--- config.mk ---
export PLATFORM = sky130hd
export DESIGN_NAME = syncFramer
export DESIGN_NICKNAME = d
export VERILOG_FILES = /design/src/rtl/framerPkg.sv /design/src/rtl/framerDatapath.sv /design/src/rtl/framerControl.sv /design/src/rtl/syncFramer.sv
export SDC_FILE = /design/constraint.sdc
export NUM_CORES = 1
export LEC_CHECK = 0
export ABC_AREA = 1
export CAP_MARGIN = 30
export CORE_MARGIN = 3
export CORE_UTILIZATION = 57
export CTS_BUF_LIST = sky130_fd_sc_hd__clkbuf_16
export DETAILED_ROUTE_END_ITERATION = 10
export DONT_BUFFER_PORTS = 1
export PLACE_DENSITY = 0.72
export SYNTH_ARGS = -nofsm -noshare
export SYNTH_HDL_FRONTEND = slang
export SYNTH_SLANG_ARGS = --single-unit
--- constraint.sdc ---
create_clock -name clk -period 1.7 [get_ports clk]
set_clock_uncertainty 0.1 [all_clocks]
set_input_delay 0.17 -clock clk [delete_from_list [all_inputs] [get_ports clk]]
set_output_delay 0.17 -clock clk [all_outputs]
set_load 0.005 [all_outputs]
--- src/rtl/framerPkg.sv ---
package framerPkg;
  typedef enum logic {HUNT = 1'b0, LOCK = 1'b1} frameState_t;

  typedef struct packed {
    logic startFrame;
    logic countBits;
    logic captureWord;
    logic bumpIdx;
    logic clearIdx;
  } framerStrobes_t;
endpackage

--- src/rtl/framerDatapath.sv ---
module framerDatapath
  import framerPkg::*;
#(
  parameter int WORD_W = 32,
  parameter int CNT_W = 16
) (
  input  logic                 clk,
  input  logic                 rstN,
  input  logic                 bitIn,
  input  logic                 bitValid,
  input  logic [WORD_W-1:0]    syncWord,
  input  logic [CNT_W-1:0]     wordCount,
  input  framerStrobes_t       strobes,
  output logic                 nextMatch,
  output logic                 lastBit,
  output logic                 idxAtLimit,
  output logic [WORD_W-1:0]    wordOut
);
  localparam int BIT_CNT_W = $clog2(WORD_W);
  localparam logic [BIT_CNT_W-1:0] LAST_POS = BIT_CNT_W'(WORD_W - 1);

  logic [WORD_W-1:0]    shiftReg;
  logic [WORD_W-1:0]    nextShift;
  logic [BIT_CNT_W-1:0] bitCnt;
  logic [CNT_W-1:0]     wordIdx;

  assign nextShift  = {shiftReg[WORD_W-2:0], bitIn};
  assign nextMatch  = (nextShift == syncWord);
  assign lastBit    = (bitCnt == LAST_POS);
  assign idxAtLimit = (wordIdx == wordCount);

  always_ff @(posedge clk or negedge rstN) begin
    if (!rstN) shiftReg <= '0;
    else if (bitValid) shiftReg <= nextShift;
  end

  always_ff @(posedge clk or negedge rstN) begin
    if (!rstN) bitCnt <= '0;
    else if (strobes.startFrame) bitCnt <= '0;
    else if (strobes.countBits && bitValid) bitCnt <= lastBit ? '0 : bitCnt + 1'b1;
  end

  always_ff @(posedge clk or negedge rstN) begin
    if (!rstN) wordIdx <= '0;
    else if (strobes.startFrame || strobes.clearIdx) wordIdx <= '0;
    else if (strobes.bumpIdx) wordIdx <= wordIdx + 1'b1;
  end

  always_ff @(posedge clk or negedge rstN) begin
    if (!rstN) wordOut <= '0;
    else if (strobes.captureWord) wordOut <= nextShift;
  end

  // bit position only moves on a valid bit
  assert_bitcnt_idle_R9: assert property (@(posedge clk) disable iff (!rstN)
    !bitValid |=> $stable(bitCnt));
  // interval counter never passes the programmed limit
  assert_idx_bounded_R4: assert property (@(posedge clk) disable iff (!rstN)
    (idxAtLimit && $stable(wordCount)) |=> (wordIdx <= wordCount));
endmodule

--- src/rtl/framerControl.sv ---
module framerControl
  import framerPkg::*;
(
  input  logic           clk,
  input  logic           rstN,
  input  logic           bitValid,
  input  logic           fifoFull,
  input  logic           clearStatus,
  input  logic           nextMatch,
  input  logic           lastBit,
  input  logic           idxAtLimit,
  output framerStrobes_t strobes,
  output logic           wordWrite,
  output logic           locked,
  output logic           frameErr,
  output logic           overrunErr
);
  frameState_t state;
  logic wordDone;
  logic frameEvt;
  logic overEvt;

  assign wordDone = (state == LOCK) && bitValid && lastBit;
  assign frameEvt = wordDone && idxAtLimit && !nextMatch;
  assign overEvt  = wordDone && !idxAtLimit && fifoFull;

  always_comb begin
    strobes = '0;
    strobes.startFrame  = (state == HUNT) && bitValid && nextMatch;
    strobes.countBits   = (state == LOCK);
    strobes.bumpIdx     = wordDone && !idxAtLimit;
    strobes.captureWord = wordDone && !idxAtLimit && !fifoFull;
    strobes.clearIdx    = wordDone && idxAtLimit && nextMatch;
  end

  always_ff @(posedge clk or negedge rstN) begin
    if (!rstN) state <= HUNT;
    else if (strobes.startFrame) state <= LOCK;
    else if (frameEvt) state <= HUNT;
  end

  always_ff @(posedge clk or negedge rstN) begin
    if (!rstN) wordWrite <= 1'b0;
    else wordWrite <= strobes.captureWord;
  end

  always_ff @(posedge clk or negedge rstN) begin
    if (!rstN) begin
      frameErr   <= 1'b0;
      overrunErr <= 1'b0;
    end else begin
      frameErr   <= frameEvt || (frameErr && !clearStatus);
      overrunErr <= overEvt || (overrunErr && !clearStatus);
    end
  end

  assign locked = (state == LOCK);

  assert_write_when_locked_R3: assert property (@(posedge clk) disable iff (!rstN)
    wordWrite |-> $past(locked));
  assert_no_write_when_full_R7: assert property (@(posedge clk) disable iff (!rstN)
    wordWrite |-> !$past(fifoFull));
  assert_frame_drops_lock_R6: assert property (@(posedge clk) disable iff (!rstN)
    $rose(frameErr) |-> !locked);
  assert_frame_sticky_R8: assert property (@(posedge clk) disable iff (!rstN)
    (frameErr && !clearStatus) |=> frameErr);
  assert_overrun_sticky_R8: assert property (@(posedge clk) disable iff (!rstN)
    (overrunErr && !clearStatus) |=> overrunErr);
  assert_strobe_pulse_R3: assert property (@(posedge clk) disable iff (!rstN)
    wordWrite |=> !wordWrite);
endmodule

--- src/rtl/syncFramer.sv ---
module syncFramer
  import framerPkg::*;
#(
  parameter int WORD_W = 32,
  parameter int CNT_W = 16
) (
  input  logic              clk,
  input  logic              rstN,
  input  logic              bitIn,
  input  logic              bitValid,
  input  logic [WORD_W-1:0] syncWord,
  input  logic [CNT_W-1:0]  wordCount,
  input  logic              clearStatus,
  input  logic              fifoFull,
  output logic [WORD_W-1:0] wordOut,
  output logic              wordWrite,
  output logic              locked,
  output logic              frameErr,
  output logic              overrunErr
);
  framerStrobes_t strobes;
  logic nextMatch;
  logic lastBit;
  logic idxAtLimit;

  framerDatapath #(.WORD_W(WORD_W), .CNT_W(CNT_W)) uDatapath (
    .clk(clk), .rstN(rstN), .bitIn(bitIn), .bitValid(bitValid),
    .syncWord(syncWord), .wordCount(wordCount), .strobes(strobes),
    .nextMatch(nextMatch), .lastBit(lastBit), .idxAtLimit(idxAtLimit),
    .wordOut(wordOut)
  );

  framerControl uControl (
    .clk(clk), .rstN(rstN), .bitValid(bitValid), .fifoFull(fifoFull),
    .clearStatus(clearStatus), .nextMatch(nextMatch), .lastBit(lastBit),
    .idxAtLimit(idxAtLimit), .strobes(strobes), .wordWrite(wordWrite),
    .locked(locked), .frameErr(frameErr), .overrunErr(overrunErr)
  );
endmodule

==> flow_metrics.env <==
export IMPL_worstPathRequired_ns=1.82
export IMPL_synth_top_area_share_pct=49.5
export IMPL_ios=90
export IMPL_endpoint="uDatapath.wordOut[30]"
export IMPL_finalPower_uw=5330
export IMPL_groute_usage_overall_pct=23.6
export IMPL_htreeDepth=3
export IMPL_placed_cell_area_um2=4910
export IMPL_violations="hold timing, setup timing"
export IMPL_yosys_top_cells_count="189 x nand2_1, 88 x dfrtp_1, 77 x inv_1"
export IMPL_synthTopCellsByArea="dfrtp_1 49%, nand2_1 16%, inv_1 6.5%, nor2_1 4.5%, o21ai_0 4.2%"
export IMPL_rr_worst_depth=12
export IMPL_antenna_found_initial=0
export IMPL_grt_max_degree=89
export IMPL_rsz0062_at_grt="yes"
export IMPL_stdcell_area_um2=5840
export IMPL_synth_seq_cells=88
export IMPL_critPathLaunch="uDatapath.bitCnt[0]"
export IMPL_ant_nets=0
export IMPL_die_h_um=94.4
export IMPL_layout_setup_ws_ns=-0.223
export IMPL_wl_per_cell_um=15.2
export IMPL_synth_cell_types=26
export IMPL_worstSetupPathType="reg2reg"
export IMPL_clk_latency_ns=0.34
export IMPL_wl_um=11300
export IMPL_netlist_area_um2=4450
export IMPL_ir_drop_mv=0.556
export IMPL_drc_errors=0
export IMPL_cts_tree="built"
export IMPL_status="finished with violations"
export IMPL_period_needed_ns=1.92
export IMPL_cts_made_buffers=9
export IMPL_fin_crit_sh_pct=113
export IMPL_fin_nets=698
export IMPL_synth_seq_area_share_pct=49.5
export IMPL_async_flop_share_pct=100
export IMPL_hpwl_um=7020
export IMPL_cts_root_buf="clkbuf_16"
export IMPL_fin_setup_tns_ns=-8.17
export IMPL_critPathSlowestCell="dfrtp_1"
export IMPL_cts_sinks=88
export IMPL_grt_pass1_wl_um=16500
export IMPL_holdWs_ns=-0.576
export IMPL_met2_usage_pct=40.1
export IMPL_cts_hold_buffers_added=3
export IMPL_power_density_nw_per_um2=913
export IMPL_drt_iter0_drc=103
export IMPL_vias_per_cell=5.14
export IMPL_worst_slew_pin_slew_ns=0.378
export IMPL_initial_core_util_pct=60.1
export IMPL_n_fill_cell=492
export IMPL_grt_pass1_vias=3694
export IMPL_hold_viol=88
export IMPL_drive_gt1_share_pct=29.7
export IMPL_use_met3_pct=6.22
export IMPL_max_cap_viol_count=0
export IMPL_syn2layout_area_growth_pct=31.3
export IMPL_critical_path_peak_fanout=7
export IMPL_arrival_ns=2.05
export IMPL_slowest_delay_ns=0.36
export IMPL_ys_flop_type="dfrtp_1"
export IMPL_cp_start_kind="flip-flop"
export IMPL_avgSynthCellArea_um2=7.79
export IMPL_coreArea_um2=7410
export IMPL_gp_congestion=0.807
export IMPL_overflow=0
export IMPL_ys_warn_count=0
export IMPL_r2r_slack_ns=-0.22
export IMPL_busiest_layer="met2"
export IMPL_dr_pass1_iters=4
export IMPL_rows=31
export IMPL_clock_path_buffers=2
export IMPL_io_buffers=0
export IMPL_dp_worst_setup_slack_ns=-0.170
export IMPL_clk_pin_slew_ns=0.07
export IMPL_max_freq_mhz=520
export IMPL_antennaDiodeCount=0
export IMPL_num_vias=3827
export IMPL_holdCritPathClass="in2async"
export IMPL_relSlewSlack_pct=74.7
export IMPL_maxSlewViolCount=0
export IMPL_synth_edff_count=0
export IMPL_die_area_um2=8900
export IMPL_reg2reg_to="uDatapath.wordOut[30]"
export IMPL_synth_largest_area_cell="dfrtp_1"
export IMPL_gr_usage_met1_pct=29.2
export IMPL_critPathCaptureType="flip-flop"
export IMPL_p_leak_uw=0.00301
export IMPL_reg2reg_from="uDatapath.bitCnt[0]"
export IMPL_synth_most_common_cell="nand2_1"
export IMPL_synthCells=571
export IMPL_path_cells="ha_2 > nand2_2 > nor2_2 > ha_2 > inv_2 > nor2_4 > nand2_8 > clkinv_8 > nand2_8 > clkbuf_16 > nand2_1 > o21ai_1"
export IMPL_setup_viol=51
export IMPL_syn_nets=628
export IMPL_die_w_um=94.4
-- critical path: cells and delay by family (launching register included) --
kind	cells	cell delay (ns)
AO/OA/AOI/OAI	1	0.06
adder cells (fa/ha/maj)	2	0.38
flip-flops	1	0.36
buffers and inverters	3	0.32
AND/OR/NAND/NOR	6	0.59
-- cell type report --
class                   instances  area (um2)  area share (%)
repair buffers                 72         706            12.1
multi-input cells             384        2170            37.2
flip-flops and latches         88        2200            37.7
clock inverters                 7        70.1            1.20
inverters                      86         345            5.91
clock buffers                   9         225            3.85
well taps                      99         124            2.12
-- routing by layer --
metal / up-vias / share of wire (%)
met5: - / 0
met3: 21 / 5.8
met2: 117 / 51
li1: 1887 / -
met4: 0 / 2.0
met1: 1802 / 41
-- sequential cells by signal (all words and copies together), names as in the netlist --
register             flops
uControl.frameErr        1
uControl.locked          1
uControl.overrunErr      1
uControl.wordWrite       1
uDatapath.bitCnt         5
uDatapath.shiftReg      31
uDatapath.wordIdx       16
uDatapath.wordOut       32
-- metrics by stage --
stage,std cells,hold WS [ns],util (%)
6_report,745,-0.576,78.9
3_5_place_dp,710,-0.224,66.3
3_3_place_gp,710,-0.223,66.3
5_1_grt,745,-0.589,78.9
4_1_cts,730,-0.584,71.5
2_1_floorplan,571,-0.226,-
-- where the power goes --
group / total, uW / internal (uW) / switching [uW]
clock: 1990 / 1140 / 845
sequential: 2440 / 2280 / 157
combinational: 909 / 462 / 447
total: 5330 / 3890 / 1450
-- how the worst min path moves through the flow --
| stage | endpoint | depth (start not counted) | start |
|---|---|---|---|
| 2_1_floorplan | uControl.frameErr | 0 | rstN |
| 3_3_place_gp | uDatapath.wordOut[25] | 0 | rstN |
| 3_5_place_dp | uDatapath.wordOut[25] | 0 | rstN |
| 4_1_cts | uDatapath.wordOut[8] | 0 | rstN |
| 5_1_grt | uDatapath.bitCnt[3] | 0 | rstN |
| 6_report | uDatapath.wordOut[18] | 0 | rstN |
-- repair_timing --
item,4_1_cts,5_1_grt
endpoints found under the setup margin,55,57
hold endpoints to repair,123,88
pin swaps,2,28
setup buffers,1,7
cloned,0,8
gates resized for setup,12,104
-- kinds of logic after synthesis --
logic type | after synthesis | synth area share, %
adders and majority gates | 3 | 0.843
xor gates and xnor gates | 29 | 5.71
buffers and inverters | 100 | 9.56
DFF | 88 | 49.5
AOI/OAI and AO/OA | 71 | 8.18
and+or+nand+nor | 280 | 26.2
-- layout by cell type, fill, tap and decap left out, types with 2 or more instances in the layout --
cell           count
nor2_1            43
dlygate4sd3_1      2
a21oi_2            2
buf_6              4
buf_4             57
nand2_2           34
nand3_1           10
nand3_2            8
xor2_1            21
nand2_1          143
xnor2_1            7
o21ai_2           12
inv_2             11
nor2_2             9
buf_12             3
nor2_4             4
dfrtp_1           88
ha_2               2
inv_1             73
inv_6              2
nand2_8            4
nand2_4           13
nand4_1            8
clkinv_2           2
clkbuf_16         14
nor3_2             2
o21ai_0           32
o21ai_1           24
Note: power is estimated with default switching activity, not from simulation.
